--- src/rtl/wdkl_pkg.sv ---
package wdkl_pkg;
  localparam int unsigned DW = 16;
  localparam int unsigned AW = 3;

  typedef enum logic [1:0] {
    LK_SHUT = 2'd0,
    LK_HALF = 2'd1,
    LK_OPEN = 2'd2
  } lock_e;

  localparam logic [AW-1:0] A_KEY1  = AW'(0);
  localparam logic [AW-1:0] A_KEY2  = AW'(1);
  localparam logic [AW-1:0] A_MATCH = AW'(2);
  localparam logic [AW-1:0] A_CTRL  = AW'(3);
  localparam logic [AW-1:0] A_STAT  = AW'(4);
  localparam logic [AW-1:0] A_COUNT = AW'(5);

  localparam logic [DW-1:0] CODE_OPEN  = 16'hBABA;
  localparam logic [DW-1:0] CODE_CLOSE = 16'hEB10;

  // guard state after one write
  function automatic lock_e lock_step(lock_e cur, logic [AW-1:0] a, logic [DW-1:0] d);
    case (cur)
      LK_SHUT: return (a == A_KEY1 && d == CODE_OPEN) ? LK_HALF : LK_SHUT;
      LK_HALF: return (a == A_KEY2 && d == CODE_CLOSE) ? LK_OPEN : LK_SHUT;
      default: return LK_SHUT;
    endcase
  endfunction

  function automatic logic is_guarded(logic [AW-1:0] a);
    return (a == A_MATCH) || (a == A_CTRL) || (a == A_STAT);
  endfunction

  function automatic logic [DW-1:0] count_step(logic [DW-1:0] cnt, logic run,
                                               logic hold, logic hit);
    if (!run || hold || hit) return '0;
    return cnt + DW'(1);
  endfunction
endpackage

--- src/rtl/wdkl_unlock.sv ---
module wdkl_unlock
  import wdkl_pkg::*;
(
  input  logic          clk,
  input  logic          rst_n,
  input  logic          wr_en,
  input  logic [AW-1:0] wr_addr,
  input  logic [DW-1:0] wr_data,
  output lock_e         lock_st,
  output logic          grant
);
  lock_e st_q;

  always_ff @(posedge clk) begin
    if (!rst_n)     st_q <= LK_SHUT;
    else if (wr_en) st_q <= lock_step(st_q, wr_addr, wr_data);
  end

  assign lock_st = st_q;
  assign grant   = wr_en && (st_q == LK_OPEN) && is_guarded(wr_addr);
endmodule

--- src/rtl/wdkl_regs.sv ---
module wdkl_regs
  import wdkl_pkg::*;
(
  input  logic          clk,
  input  logic          rst_n,
  input  logic          grant,
  input  logic [AW-1:0] wr_addr,
  input  logic [DW-1:0] wr_data,
  input  logic          hit,
  output logic [DW-1:0] match_q,
  output logic [1:0]    ctrl_q,
  output logic          status_q
);
  always_ff @(posedge clk) begin
    if (!rst_n) begin
      match_q <= '1;
      ctrl_q  <= '0;
    end else if (grant) begin
      if (wr_addr == A_MATCH) match_q <= wr_data;
      if (wr_addr == A_CTRL)  ctrl_q  <= wr_data[1:0];
    end
  end

  // a match outranks a clearing write
  always_ff @(posedge clk) begin
    if (!rst_n)                            status_q <= 1'b0;
    else if (hit)                          status_q <= 1'b1;
    else if (grant && wr_addr == A_STAT)   status_q <= status_q & wr_data[0];
  end
endmodule

--- src/rtl/wdkl_count.sv ---
module wdkl_count
  import wdkl_pkg::*;
#(
  parameter int unsigned PULSE_LEN = 4
) (
  input  logic          clk,
  input  logic          rst_n,
  input  logic          run,
  input  logic          rst_gen,
  input  logic [DW-1:0] match_q,
  output logic [DW-1:0] cnt_q,
  output logic          hit,
  output logic          pulse_on,
  output logic          rst_o
);
  localparam int unsigned PW = $clog2(PULSE_LEN + 1);
  logic [PW-1:0] pulse_q;

  assign pulse_on = (pulse_q != '0);
  assign hit      = run && !pulse_on && (cnt_q == match_q);
  assign rst_o    = pulse_on;

  always_ff @(posedge clk) begin
    if (!rst_n) cnt_q <= '0;
    else        cnt_q <= count_step(cnt_q, run, pulse_on, hit);
  end

  always_ff @(posedge clk) begin
    if (!rst_n)               pulse_q <= '0;
    else if (hit && rst_gen)  pulse_q <= PW'(PULSE_LEN);
    else if (pulse_on)        pulse_q <= pulse_q - PW'(1);
  end
endmodule

--- src/rtl/wdog_keylock.sv ---
module wdog_keylock
  import wdkl_pkg::*;
#(
  parameter int unsigned PULSE_LEN = 4
) (
  input  logic          clk,
  input  logic          rst_n,
  input  logic          wr_en,
  input  logic [AW-1:0] wr_addr,
  input  logic [DW-1:0] wr_data,
  input  logic [AW-1:0] rd_addr,
  output logic [DW-1:0] rd_data,
  output logic          wdog_rst
);
  lock_e         lock_st;
  logic          grant;
  logic          hit;
  logic          pulse_on;
  logic [DW-1:0] match_q;
  logic [1:0]    ctrl_q;
  logic          status_q;
  logic [DW-1:0] cnt_q;

  wdkl_unlock u_unlock (
    .clk(clk), .rst_n(rst_n), .wr_en(wr_en), .wr_addr(wr_addr),
    .wr_data(wr_data), .lock_st(lock_st), .grant(grant)
  );

  wdkl_regs u_regs (
    .clk(clk), .rst_n(rst_n), .grant(grant), .wr_addr(wr_addr),
    .wr_data(wr_data), .hit(hit), .match_q(match_q), .ctrl_q(ctrl_q),
    .status_q(status_q)
  );

  wdkl_count #(.PULSE_LEN(PULSE_LEN)) u_count (
    .clk(clk), .rst_n(rst_n), .run(ctrl_q[0]), .rst_gen(ctrl_q[1]),
    .match_q(match_q), .cnt_q(cnt_q), .hit(hit), .pulse_on(pulse_on),
    .rst_o(wdog_rst)
  );

  always_comb begin
    case (rd_addr)
      A_MATCH: rd_data = match_q;
      A_CTRL:  rd_data = {{(DW-2){1'b0}}, ctrl_q};
      A_STAT:  rd_data = {{(DW-1){1'b0}}, status_q};
      A_COUNT: rd_data = cnt_q;
      default: rd_data = '0;
    endcase
  end
endmodule

--- config.mk ---
export PLATFORM = sky130hd
export DESIGN_NAME = wdog_keylock
export DESIGN_NICKNAME = d
export VERILOG_FILES = /design/src/rtl/wdkl_pkg.sv /design/src/rtl/wdkl_unlock.sv /design/src/rtl/wdkl_regs.sv /design/src/rtl/wdkl_count.sv /design/src/rtl/wdog_keylock.sv
export SDC_FILE = /design/constraint.sdc
export NUM_CORES = 1
export LEC_CHECK = 0
export BUFFER_PORTS_ARGS = -buffer_cell sky130_fd_sc_hd__buf_4
export CORE_MARGIN = 10
export CORE_UTILIZATION = 58
export CTS_BUF_LIST = sky130_fd_sc_hd__clkbuf_4 sky130_fd_sc_hd__clkbuf_8
export CTS_CLUSTER_DIAMETER = 50
export DETAILED_ROUTE_END_ITERATION = 10
export MAX_ROUTING_LAYER = met4
export PLACE_DENSITY = 0.82
export SETUP_SLACK_MARGIN = 0.1
export SLEW_MARGIN = 20
export SYNTH_ARGS = -nofsm -noshare
export SYNTH_HDL_FRONTEND = slang
export SYNTH_HIERARCHICAL = 1
export SYNTH_SLANG_ARGS = --single-unit
--- constraint.sdc ---
create_clock -name clk -period 2 [get_ports clk]
set_input_delay 0.4 -clock clk [delete_from_list [all_inputs] [get_ports clk]]
set_output_delay 0.4 -clock clk [all_outputs]
set_load 0.01 [all_outputs]
==> flow_summary.ini, run 1 <==
[timing]
rsz0062_at_grt = no
worst_pin_slew_ns = 0.346
drv_slew = 0
relSlewSlack = 0.768
fin_crit_sh = 0.888
fin_crit_ns = 1.78
fin_skew_ns = 0.00754
hold_viol = 0
fmax_mhz = 563
fin_tns_setup_ns = 0
setup_violations = 0

[critical_path]
critical_path.max_fanout = 5
critPathCaptureType = register
worst-setup-path-type = register to register
cp-start-kind = register
cp.required_ns = 2.23
cp.arrival_ns = 2.01

[placed_design]
port_buffers = 41
post-dp-hpwl_um = 4480
routabilityCongestion = 0.882
place_inst = 345

[cells_and_area]
n_antenna_cell = 0
layout.cells.non_filler = 353
seqCellArea_um2 = 802
fin_util = 0.718
fin_nets = 331
syn2layout_area_growth_pct = 19.7
nFillCells = 321
drive_above_1_share = 0.304
multiInputGateArea_um2 = 1470

[worst_hold_path]
worst_hold_path_type = input port to register

[drt]
vias = 2004
antenna_left = 0
dr.pass1.iters = 4
drc = 0
routed_wl_um = 5790
drt_iter0_markers = 147
wl_per_cell_um = 16.4
viasPerCell = 5.68

[synth]
ys_warn_count = 6
synth_sequential_area_ratio = 0.334
synth_cell_type_count = 44
syn_inst = 257
syn_area_um2 = 2400
postSynthAreaPerCell_um2 = 9.34
synthesis.nets = 286
ys_ff_latch = 40

[global_routing]
grt_max_degree = 45
grt_pass1_vias = 2006
antenna_found_initial = 0
grt-ovfl-total = 0
grt_pass1_wl_um = 9630
grt_use_total = 0.165

[cts]
clk_latency_ns = 0.29
clk_pin_slew_ns = 0.08
htreeDepth = 2
clock-sinks = 40
clk_path_buf_depth = 2
root_buffer = clkbuf_8
numCtsBuffers = 5
cts_tree = yes
post_cts_buffers = 0

[pwr]
peakVddDrop_v = 0.000461
p_leak_nw = 1.06
powerDensity_nw_per_um2 = 527

[floorplan]
die-area_um2 = 7110
io_pins = 42
num_rows = 23
dieHeight_um = 84.3
core_region_area_um2 = 4000
initial_core_util = 0.600
die_w_um = 84.3

[status]
status = finished clean

[job]
maxCapViolCount = 0
[registers in the layout (all words and copies together), names as in the netlist]
name,count
u_count/pulse_q,3
u_count/cnt_q,16
u_regs/ctrl_q,2
u_regs/match_q,16
u_regs/status_q,1
u_unlock/lock_st,2
[where the power goes]
part           internal, mW  total (mW)  switching, mW
registers             0.796       0.796   0.0000000330
logic                0.0815       0.146         0.0644
clock network         0.308       0.574          0.265
[what timing repair did]
action / 4_1_cts / 5_1_grt
hold endpoints to repair: 0 / 0
resized for setup: 0 / 2
hold buffers: 0 / 0
setup endpoints to repair: 0 / 2
[path summary, 6_finish.rpt]
| path | start | end | slack [ns] | depth (start not counted) |
|---|---|---|---|---|
| worst max-delay path | u_count/cnt_q[10] | u_regs/status_q | 0.22 | 6 |
| worst min-delay path | wr_addr[0] | u_unlock/lock_st[0] | 0.33 | 2 |
| worst max register to register | u_count/cnt_q[10] | u_regs/status_q | 0.22 | 6 |
| worst min register to register | u_unlock/lock_st[1] | u_unlock/lock_st[1] | 0.51 | 2 |
[cell type report]
type | instances | share of cell area
multi-input combinational | 195 | 0.512
sequential | 40 | 0.279
timing repair buffer | 54 | 0.145
clock buffer | 8 | 0.0340
tap | 50 | 0.0218
inverter | 6 | 0.00784
[cells in the mapped netlist (all sizes together)]
cell type | n | area (um^2)
a211oi | 1 | 12.5
a21oi | 5 | 25.0
a221oi | 1 | 8.76
a22o | 17 | 168
a22oi | 1 | 7.51
and2 | 1 | 8.76
and2b | 2 | 18.8
and3 | 2 | 12.5
and4 | 1 | 8.76
and4b | 3 | 31.3
and4bb | 2 | 25.0
buf | 8 | 82.6
clkbuf | 8 | 32.5
dfxtp | 40 | 801
ha | 4 | 50.1
inv | 6 | 22.5
mux2i | 19 | 190
nand2 | 15 | 56.3
nand3 | 6 | 30.0
nand4 | 10 | 77.6
nor2 | 6 | 22.5
nor2b | 34 | 220
nor3 | 20 | 100
nor3b | 1 | 7.51
nor4 | 4 | 25.0
nor4b | 1 | 15.0
nor4bb | 2 | 20.0
o21ai | 3 | 15.0
o31ai | 1 | 7.51
o41ai | 1 | 16.3
or2 | 1 | 8.76
or4 | 1 | 11.3
xnor2 | 28 | 245
xor2 | 2 | 17.5
[metal layers]
layer	up-vias	track usage	wire length (um)
met3	10	0.0396	186
met1	943	0.197	2650
met4	0	0.0584	110
li1	998	-	-
met2	53	0.266	2850
met5	-	-	0
[placed cells by master (no fill, tap or decap), drive strengths merged, types with 5 or more instances in the layout]
cell type / instances
a21oi: 5
dfxtp: 40
buf: 54
nand2: 15
a22o: 17
nand4: 10
nand3: 6
nor3: 20
inv: 6
nor2: 6
mux2i: 19
nor2b: 34
xnor2: 28
clkbuf: 8
[kinds of logic after synthesis]
group	Yosys count	share of synthesized area
AOI/OAI and AO/OA	30	0.108
xor gates and xnor gates	30	0.109
adders and majority gates	4	0.0208
buffers and inverters	22	0.0573
DFF	40	0.334
muxes	19	0.0792
and+or+nand+nor	112	0.291
[critical path: stages (launching register included)]
cell and delay, ns:
dfxtp_1 0.44, xnor2_1 0.15, nand4_1 0.12, nor4_2 0.40, and3_1 0.25, and4bb_2 0.25
a21oi_1 0.11
[per-stage QoR]
| step | instance area, um^2 | worst slack (ns) | hold slack [ns] | power (mW) |
|---|---|---|---|---|
| 3_3_place_gp | 2770 | 0.244 | 0.485 | 0.959 |
| 2_1_floorplan | 2400 | 0.202 | 0.452 | 0.886 |
| 3_5_place_dp | 2770 | 0.236 | 0.491 | 0.962 |
| 4_1_cts | 2870 | 0.207 | 0.323 | 1.53 |
| 6_report | 2870 | 0.224 | 0.331 | 1.52 |
| 5_1_grt | 2870 | 0.114 | 0.336 | 1.56 |
Note: power is estimated with default switching activity, not from simulation.
==> run 2, diff against run 1 <==
CORE_ASPECT_RATIO = 0.75   (was default)
==> run 2 against run 1 <==
Combinational power about the same. Via count increased by 2.8%. First-iteration DRC count increased by 12%. Routed wire length increased by 6.5%. Global-route usage increased by 1.8 points. Die area increased by 0.38%. Critical path depth decreased by 1. Worst hold slack improved by 0.012 ns. Final area increased by 0.39%. Critical path type is now input port to output port. Critical endpoint is now rd_data[1]. Largest cell class unchanged. Largest power group unchanged.
==> flow_summary.ini, run 2 (synthesis gave the netlist of run 1 again) <==
[critical_path]
critPathCaptureType = output port
critical_path.max_fanout = 15
r2r_cells = 6
cp.arrival_ns = 1.38
r2r-end = u_regs/status_q
cp-start-kind = input port
cp.required_ns = 1.60
r2r_start = u_count/cnt_q[3]
worst-setup-path-type = input port to output port
rrSetupSlack_ns = 0.28

[cells_and_area]
reg_top3 = u_count/cnt_q (16), u_regs/match_q (16), u_count/pulse_q (3)
drive_above_1_share = 0.298
final_cell_mix = buf_4, dfxtp_1, nor2b_1
nFillCells = 318
multiInputGateArea_um2 = 1470
syn2layout_area_growth_pct = 20.2
layout.cells.non_filler = 357
final_area_um2 = 2890
fin_nets = 330
layout_commonest_cell = buf_4
seqCellArea_um2 = 801
n_antenna_cell = 0

[drt]
dr.pass1.iters = 4
vias = 2061
drc = 0
drt_iter0_markers = 165
routed_wl_um = 6170
wl_per_cell_um = 17.3
viasPerCell = 5.77
antenna_left = 0

[placed_design]
post-dp-hpwl_um = 4590
port_buffers = 41
routabilityCongestion = 0.905
place_inst = 349
placed_area_um2 = 2770

[pwr]
peakVddDrop_v = 0.000416
p_switching_uw = 348
internal-power_mw = 1.26
p_sw_frac = 0.216
power_frac_seq = 0.495
clock_power_share = 0.413
power.total_mw = 1.61
powerDensity_nw_per_um2 = 557
p_leak_nw = 1.06
combPwrFrac = 0.092

[cts]
cts_tree = yes
clk_latency_ns = 0.29
cts_hold_buf = 0
clock-sinks = 40
clk_pin_slew_ns = 0.08
clk_path_buf_depth = 2
numCtsBuffers = 5
htreeDepth = 2
root_buffer = clkbuf_8

[timing]
fmax_mhz = 563
hold_viol = 0
setup_violations = 0
fin_crit_ns = 1.78
rsz0062_at_grt = no
fin_hold_ws_ns = 0.343
drv_slew = 0
fin_tns_setup_ns = 0
fin_skew_ns = 0.00641
relSlewSlack = 0.720
fin_crit_sh = 0.888
worst_pin_slew_ns = 0.417

[worst_hold_path]
worst_hold_path_type = input port to register
min_from = wr_addr[0]
holdPathStages = 2
hold_end = u_unlock/lock_st[0]

[floorplan]
io_pins = 42
num_rows = 20
die-area_um2 = 7140
dieHeight_um = 75.7
core_region_area_um2 = 4030
die_w_um = 94.3
initial_core_util = 0.596

[global_routing]
grt_pass1_wl_um = 10100
grt_use_total = 0.184
grt_pass1_vias = 2033
grt-ovfl-total = 0
antenna_found_initial = 0
grt_max_degree = 45

[status]
status = finished clean

[job]
maxCapViolCount = 0
run 2: cell count changes in the layout (fill, tap and decap cells not counted):
cell / change
buf_4: -1
bufinv_16: +1
clkbuf_4: -1
clkbuf_8: -1
clkinv_2: +1
dfxtp_1: +1
dfxtp_2: -1
run 2: metrics by stage:
stage / utilization / setup slack [ns]
after CTS: 0.716 / 0.173
final: 0.716 / 0.225
after global placement: 0.688 / 0.242
after detailed placement: 0.688 / 0.131
after global routing: 0.716 / 0.147
after floorplan: - / 0.202
run 2: how the worst max path moves through the flow:
stage / cells after the start / slack (ns) / startpoint / endpoint
floorplan: 8 / 0.20 / u_count/cnt_q[3] / u_regs/status_q
global placement: 5 / 0.24 / rd_addr[1] / rd_data[1]
detailed placement: 7 / 0.13 / wr_addr[1] / u_regs/match_q[11]
CTS: 5 / 0.17 / u_count/pulse_q[0] / wdog_rst
global route: 6 / 0.15 / u_count/cnt_q[4] / u_regs/status_q
finish: 5 / 0.22 / rd_addr[1] / rd_data[1]
run 2: layout make-up:
| class | count | share of cell area |
|---|---|---|
| sequential | 40 | 0.278 |
| timing repair buffer | 53 | 0.142 |
| clock buffer | 6 | 0.0265 |
| inverter | 6 | 0.00781 |
| clock inverter | 2 | 0.0121 |
| tap | 55 | 0.0239 |
| multi-input combinational | 195 | 0.510 |
run 2: layer usage:
layer | global-route usage | share of wire | vias to the layer above
li1 | - | - | 1001
met1 | 0.240 | 0.46 | 976
met2 | 0.275 | 0.47 | 77
met3 | 0.0453 | 0.070 | 7
met4 | 0.0538 | 0.0086 | 0
met5 | - | 0 | -
run 2: power groups by stage:
stage	combinational [mW]	sequential [mW]	clock [mW]
final	0.148	0.796	0.665
after global routing	0.161	0.795	0.699
after CTS	0.149	0.795	0.674
after detailed placement	0.148	0.814	0
after global placement	0.146	0.814	0
after floorplan	0.0712	0.814	0
run 2: worst max-delay path, cell delays in order:
cell and delay, ns:
buf_4 0.12, and2b_2 0.21, and2b_4 0.23, a22o_2 0.27, buf_4 0.14
run 2: timing repair:
| action | in CTS | in global routing |
|---|---|---|
| endpoints found under the setup margin | 0 | 1 |
| resized for setup | 0 | 1 |
| buffers inserted | 0 | 0 |
